### src/rtl/tbase_pkg.sv
package tbase_pkg;
   typedef enum logic [1:0] {
      SEL_COUNT   = 2'd0,
      SEL_DIVIDER = 2'd1,
      SEL_RELOAD  = 2'd2,
      SEL_COMPARE = 2'd3
   } wr_sel_e;
endpackage

### src/rtl/tbase_divider.sv
module tbase_divider #(
   parameter int W = 16
) (
   input  logic         clk_i,
   input  logic         rst_ni,
   input  logic         wr_hold_i,
   input  logic [W-1:0] wr_data_i,
   input  logic         upd_i,
   output logic         tick_o,
   output logic [W-1:0] hold_o,
   output logic [W-1:0] active_o
);
   logic [W-1:0] div_cnt;

   assign tick_o = (div_cnt == active_o);

   always_ff @(posedge clk_i) begin
      if (!rst_ni) begin
         div_cnt  <= '0;
         hold_o   <= '0;
         active_o <= '0;
      end else begin
         if (wr_hold_i) hold_o <= wr_data_i;
         if (upd_i) active_o <= hold_o;
         if (upd_i || tick_o) div_cnt <= '0;
         else                 div_cnt <= div_cnt + 1'b1;
      end
   end
endmodule

### src/rtl/tbase_counter.sv
module tbase_counter #(
   parameter int W = 16
) (
   input  logic         clk_i,
   input  logic         rst_ni,
   input  logic         wr_hold_i,
   input  logic         wr_count_i,
   input  logic [W-1:0] wr_data_i,
   input  logic         tick_i,
   input  logic         force_i,
   input  logic         upd_i,
   output logic         wrap_o,
   output logic [W-1:0] count_o,
   output logic [W-1:0] hold_o,
   output logic [W-1:0] active_o
);
   logic running;

   assign running = (active_o != '0);
   assign wrap_o  = tick_i && running && (count_o == active_o) && !wr_count_i;

   always_ff @(posedge clk_i) begin
      if (!rst_ni) begin
         count_o  <= '0;
         hold_o   <= '0;
         active_o <= '0;
      end else begin
         if (wr_hold_i) hold_o <= wr_data_i;
         if (upd_i) active_o <= hold_o;
         if (force_i)                 count_o <= '0;
         else if (wr_count_i)         count_o <= wr_data_i;
         else if (running && tick_i)  count_o <= wrap_o ? '0 : count_o + 1'b1;
      end
   end
endmodule

### src/rtl/tbase_compare.sv
module tbase_compare #(
   parameter int W = 16
) (
   input  logic [W-1:0] count_i,
   input  logic [W-1:0] cmp_val_i,
   input  logic         en_i,
   input  logic         pol_i,
   output logic         out_o
);
   logic ref_lvl;

   assign ref_lvl = (count_i < cmp_val_i);
   assign out_o   = en_i & (ref_lvl ^ pol_i);
endmodule

### src/rtl/tbase_core.sv
module tbase_core #(
   parameter int W       = 16,
   parameter bit CMP_REG = 1'b0
) (
   input  logic         clk_i,
   input  logic         rst_ni,
   input  logic         wr_en_i,
   input  logic [1:0]   wr_sel_i,
   input  logic [W-1:0] wr_data_i,
   input  logic         force_upd_i,
   input  logic         ch_en_i,
   input  logic         ch_pol_i,
   output logic [W-1:0] count_o,
   output logic         upd_o,
   output logic         cmp_o
);
   import tbase_pkg::*;

   localparam int MinW = 2;
   localparam int MaxW = 32;

   if (W < MinW || W > MaxW) begin : g_bad_width
      $error("tbase_core: W must lie in 2..32");
   end

   logic         wr_count, wr_div, wr_reload, wr_cmp;
   logic         tick, wrap;
   logic [W-1:0] psc_pre, psc_act, arr_pre, arr_act;
   logic [W-1:0] cmp_val;
   logic         cmp_comb;

   assign wr_count  = wr_en_i && (wr_sel_e'(wr_sel_i) == SEL_COUNT);
   assign wr_div    = wr_en_i && (wr_sel_e'(wr_sel_i) == SEL_DIVIDER);
   assign wr_reload = wr_en_i && (wr_sel_e'(wr_sel_i) == SEL_RELOAD);
   assign wr_cmp    = wr_en_i && (wr_sel_e'(wr_sel_i) == SEL_COMPARE);

   assign upd_o = force_upd_i || wrap;

   always_ff @(posedge clk_i) begin
      if (!rst_ni)     cmp_val <= '0;
      else if (wr_cmp) cmp_val <= wr_data_i;
   end

   tbase_divider #(.W(W)) u_div (
      .clk_i     (clk_i),
      .rst_ni    (rst_ni),
      .wr_hold_i (wr_div),
      .wr_data_i (wr_data_i),
      .upd_i     (upd_o),
      .tick_o    (tick),
      .hold_o    (psc_pre),
      .active_o  (psc_act)
   );

   tbase_counter #(.W(W)) u_cnt (
      .clk_i      (clk_i),
      .rst_ni     (rst_ni),
      .wr_hold_i  (wr_reload),
      .wr_count_i (wr_count),
      .wr_data_i  (wr_data_i),
      .tick_i     (tick),
      .force_i    (force_upd_i),
      .upd_i      (upd_o),
      .wrap_o     (wrap),
      .count_o    (count_o),
      .hold_o     (arr_pre),
      .active_o   (arr_act)
   );

   tbase_compare #(.W(W)) u_cmp (
      .count_i   (count_o),
      .cmp_val_i (cmp_val),
      .en_i      (ch_en_i),
      .pol_i     (ch_pol_i),
      .out_o     (cmp_comb)
   );

   if (CMP_REG) begin : g_cmp_reg
      always_ff @(posedge clk_i) begin
         if (!rst_ni) cmp_o <= 1'b0;
         else         cmp_o <= cmp_comb;
      end
   end else begin : g_cmp_comb
      assign cmp_o = cmp_comb;
   end
endmodule

### config.mk
export PLATFORM = sky130hd
export DESIGN_NAME = tbase_core
export DESIGN_NICKNAME = d
export VERILOG_FILES = /design/src/rtl/tbase_pkg.sv /design/src/rtl/tbase_divider.sv /design/src/rtl/tbase_counter.sv /design/src/rtl/tbase_compare.sv /design/src/rtl/tbase_core.sv
export SDC_FILE = /design/constraint.sdc
export NUM_CORES = 1
export LEC_CHECK = 0
export ABC_AREA = 1
export ABC_CLOCK_PERIOD_IN_PS = 1880
export BUFFER_PORTS_ARGS = -buffer_cell sky130_fd_sc_hd__buf_2
export CORE_MARGIN = 3
export CORE_UTILIZATION = 40
export DETAILED_ROUTE_END_ITERATION = 8
export REMOVE_ABC_BUFFERS = 1
export SLEW_MARGIN = 20
export SYNTH_ARGS = -nofsm -noshare
export SYNTH_HDL_FRONTEND = slang
export SYNTH_SLANG_ARGS = --single-unit
### constraint.sdc
create_clock -name clk_i -period 1.88 [get_ports clk_i]
set_input_delay 0.188 -clock clk_i [delete_from_list [all_inputs] [get_ports clk_i]]
set_output_delay 0.188 -clock clk_i [all_outputs]
set_load 0.03 [all_outputs]
# --- Word level (Yosys, flattened, before mapping) ---
# Cells that the tools add are included.
totals:
  reg_bits: 112
  wordCells: 36
classes:
  addsub: 2
  n_lt_le_gt_ge: 1
  n_eq_ne: 5
  muxes: 3
  n_bitwise: 3
  reduce_logical: 15
ops:
  columns: ["operator", "count"]
  rows:
  - ["$mux W16", 3]
  - ["$add A16 B1 Y16 const B", 2]
  - ["$eq A16 B16 Y1", 2]
  - ["$lt A16 B16 Y1", 1]
  - ["$reduce_bool A16 Y1", 1]
  - ["$logic_and A1 B1 Y1", 7]
  - ["$eq A2 B2 Y1 const B", 2]
  - ["$reduce_or A2 Y1", 2]
  - ["$eq A2 B1 Y1 const B", 1]
  - ["$logic_not A2 Y1", 1]
  - ["$logic_or A1 B1 Y1", 2]
  - ["$reduce_bool A2 Y1", 1]
  - ["$and A1 B1 Y1", 1]
  - ["$logic_not A1 Y1", 1]
  - ["$not A1 Y1", 1]
  - ["$xor A1 B1 Y1", 1]

# --- Depth between registers and ports, before layout ---
depth:
  depth_word: 7
  ltp_mapped: 14
  ltp_nobuf: 12

# --- Hierarchy ---
# A second synthesis with hierarchy kept.
unflattened:
  cells_unflattened: 947
  area_unflattened_um2: 6207.2
by_module_without_submodules:
  columns: ["mod", "instances", "cells_each", "area_each_um2"]
  rows:
  - ["tbase_counter", 1, 460, 2905.3]
  - ["tbase_divider", 1, 309, 2159.6]
  - ["tbase_core", 1, 108, 709.4]
  - ["tbase_compare", 1, 70, 432.9]

# --- Worst setup path before layout ---
# Ideal clock, no wire load.
synth_path:
  path_type: "register to output"
  from: "reg u_cnt.count_o[5]"
  to: "out cmp_o"
  arrival_ns: 1.844
  required_time_ns: 1.692
  path_slack_ns: -0.152
  path_stages_with_launch: 9
  path_buffers: 0
  cell_sequence: "dfxtp_1 -> ha_1 -> a21oi_1 -> nor2_1 -> a211oi_1 -> nand2_1 -> nand2_1 -> a21oi_1 -> nor2_1"
synth_via:
  elab_chain_cells: 3
synth_rtl:
  columns: ["item", "line", "source"]
  rows:
  - ["start: declaration", "tbase_counter.sv:13", "output logic [W-1:0] count_o,"]
  - ["start signal: assignment", "tbase_counter.sv:31", "else if (wr_count_i) count_o <= wr_data_i;"]
  - ["start signal: assignment", "tbase_counter.sv:32", "else if (running && tick_i) count_o <= wrap_o ? '0 : count_o + 1'b1;"]
  - ["$lt A16 B16 Y1", "tbase_compare.sv:12", "assign ref_lvl = (count_i < cmp_val_i);"]
  - ["$xor A1 B1 Y1", "tbase_compare.sv:13", "assign out_o = en_i & (ref_lvl ^ pol_i);"]
  - ["$and A1 B1 Y1", "tbase_compare.sv:13", null]
  - ["end: declaration", "tbase_core.sv:15", "output logic cmp_o"]
# Every way passes these cells.

# --- Final worst setup path ---
layout_path:
  from: "reg u_cnt.count_o[9]"
  to: "out cmp_o"
# Same word-level chain as after synthesis.

==> impl_results.md <==
* RSZ-0062 raised after global routing: yes
* Number of DRC markers in iteration 0 at 373
* Simple-gate area share of the yosys netlist at 33.2%
* Synth top area share at 38.3%
* Crit-path max cell delay at 0.35 ns
* CP cell instances: ha_1, a21oi_1, o21ai_0, a21oi_2, nand3_1, nand2_1, nor2_1, buf_4
* DRC Markers at 0
* XOR/XNOR Fraction of Synth Area at 3.14%
* Final Setup Violations at 2
* Post-synthesis adder-cell area fraction at 3.63%
* Power Dens Cells at 750 mW/mm2
* Core Rows at 43
* Max Cap Viol at 0
* Combinational fraction of design power at 13.9%
* Die ar. at 0.0161 mm2
* Cell with the largest stage delay on the worst path: dfxtp_2
* Clock buffer depth at 2
* Sw power at 1.49 mW
* TritonCTS buffer count at 9
* CTS root buffer: clkbuf_16
* Commonest non-fill, non-tap cells in the layout: nand2_1, nor2_1, inv_1, dfxtp_1, a21oi_1
* Post-Syn Instances at 885
* CTS H-Tree Depth at 3
* Worst-path clk slew at 0.08 ns
* Nature of the critical path startpoint: flip-flop
* Post-synthesis compound-gate area fraction at 10.3%
* Min cycle time layout at 2.04 ns
* Largest net degree at the start of global routing at 81
* Initial antenna violation count at 0
* Failing checks: setup timing
* # nets final at 991
* First-pass GRT wire length at 24.6 mm
* CP Depth at 8
* Leak at 3.25 nW
* Area after DPL at 0.00638 mm2
* Reg2reg path depth at 11
* Hpwl dp at 10.3 mm
* EDFF count, synth at 0
* Post-route ant nets at 0
* Most common cell after layout, fill and taps aside: nand2_1
* Yosys cell types at 34
* Overall global routing resource usage at 18.6%
* Syn avg cell area at 6.62 um2
* Gr ovfl total at 0
* Via count at 5531
* Port bufs at 41
* Hold crit path type: in2reg
* Final wirelength at 15.0 mm
* Switching share of total power at 28.0%
* Final hold vios at 0
* CTS sink count at 112
* Synth area leaders: dfxtp_1, nand2_1, nor2_1
* CP Class: reg2out
* I/O pin cnt at 42
* CTS tree: done
* Main combinational cell family by area after synthesis: simple AND/OR/NAND/NOR gates
* Final core utilization at 50.4%
* Diode count at 0
* Number of global-route vias before repair at 4913
* Synth area leader: dfxtp_1
* FMAX at 0.491 GHz
* Internal Power at 3.84 mW
* Buf/Inv on CP at 1
* Status: finished, violations left
* Die Span X at 127 um
* Cell family with the largest share of critical-path delay: compound AO/OA/AOI/OAI gates
* Post-synthesis mux area share at 0%
* CP Data Required Time at 1.69 ns
* Period utilisation layout at 108%
* Design area at 0.00710 mm2
* Core area at 0.0141 mm2
* DR WL/cell at 13.2 um
* Worst-path fanout max at 5
* Initial Util at 41.6%
* Setup WS post-layout at -0.157 ns
* Die Ht at 127 um
* Synth warn at 0
* Worst EP arrival at 1.85 ns
* Pins Over Slew Limit at 0
* Clock power share at 38.7%
* RD Place Congestion at 0.868
* Top FF cell, synth: dfxtp_1
* FF+latch count, synth at 112
* Peak VDD IR at 0.438 mV
* Async S/R FF share, synth at 0%
* Crit end category: output port
* P&R area growth vs syn at 21.2%
* Hold Crit Depth at 3
* Slew @ Worst Pin at 0.745 ns
* Flop pwr share at 47.4%
* TritonRoute pass-1 iters at 5
* Share of layout cells above drive strength 1 at 21.7%
* Cell Area, Synth at 0.00586 mm2
* DR vias/cell at 4.87
* Slew HR at 50.4%
* Skew final at 0.00848 ns
* Post-synthesis sequential area ratio at 38.3%
* Worst-skew pair later-pin latency at 0.36 ns
-- state kept, by name, summed over array words and instances (netlist names) --
| register | flops |
|---|---|
| u_div.div_cnt | 16 |
| u_div.active_o | 16 |
| u_cnt.active_o | 16 |
| cmp_val | 16 |
| u_cnt.count_o | 16 |
| u_div.hold_o | 16 |
| u_cnt.hold_o | 16 |
-- synthesized netlist by cell type, types with 2 or more instances --
library cell / count
nand2_1: 190
nor2_1: 141
inv_1: 126
dfxtp_1: 112
nand3_1: 63
a21oi_1: 62
o21ai_0: 51
nand4_1: 24
clkbuf_1: 22
xor2_1: 18
ha_1: 17
nand3_2: 11
buf_2: 7
nor3_1: 7
inv_2: 6
buf_1: 4
buf_6: 3
xnor2_1: 3
nor3b_1: 2
or2_2: 2
-- through the flow --
stage / cells / TNS, ns / total power [mW] / setup slack (ns) / hold slack, ns
floorplan: 847 / -19.49 / 3.00 / -0.894 / 0.314
global placement: 1102 / 0 / 3.23 / 0.0763 / 0.435
detailed placement: 1102 / 0 / 3.24 / 0.0342 / 0.437
CTS: 1129 / -0.200 / 5.34 / -0.154 / 0.114
global route: 1135 / -0.667 / 5.58 / -0.273 / 0.121
finish: 1135 / -0.169 / 5.32 / -0.157 / 0.120
-- metal layers --
layer	wire, um	track usage [%]
met1	7400	26.4
met2	6710	28.8
met3	725	4.43
met4	165	3.97
met5	0	0
-- power groups by stage --
stage          clock, mW  sequential (mW)  combinational, mW
6_report            2.06             2.52              0.738
5_1_grt             2.21             2.54              0.833
4_1_cts             2.11             2.53              0.697
3_5_place_dp           0             2.58              0.652
3_3_place_gp           0             2.58              0.648
2_1_floorplan          0             2.58              0.413
-- area by class of cell --
cell class              instances  area (um2)
clock inverters                 6        75.1
inverters                     132         498
flip-flops and latches        112        2300
clock buffers                  10         239
multi-input cells             604        3150
repair buffers                 91         621
fillers                      1453        6990
well taps                     180         225
-- worst register-to-register path, cell delays in order, from the launching register on --
cell,delay [ns]
dfxtp_4,0.37
buf_4,0.15
xnor2_2,0.14
nand3_2,0.12
nor2_4,0.12
nand3_2,0.09
inv_2,0.09
buf_4,0.16
nand2_4,0.18
nand3_1,0.13
nand2_1,0.05
nor2_1,0.11
-- cells by family after synthesis --
group,Yosys count
simple gates,447
xor+xnor,21
buf+inv,170
compound gates,118
flops,112
fa+ha+maj,17
-- worst paths after layout --
path | from | endpoint | slack (ns)
setup / recovery | u_cnt.count_o[9] | cmp_o | -0.16
hold / removal | wr_data_i[15] | u_div.hold_o[15] | 0.12
setup reg to reg | u_cnt.count_o[15] | u_cnt.active_o[0] | 0.11
hold reg to reg | u_cnt.hold_o[12] | u_cnt.hold_o[12] | 0.45
-- repair_timing --
item,4_1_cts,5_1_grt
hold buffers,0,0
cloned,0,1
setup buffers,11,5
resized for setup,49,50
endpoints found under the setup margin,2,55
pin swaps,13,22
No activity file was read; power rests on OpenSTA's default activity.
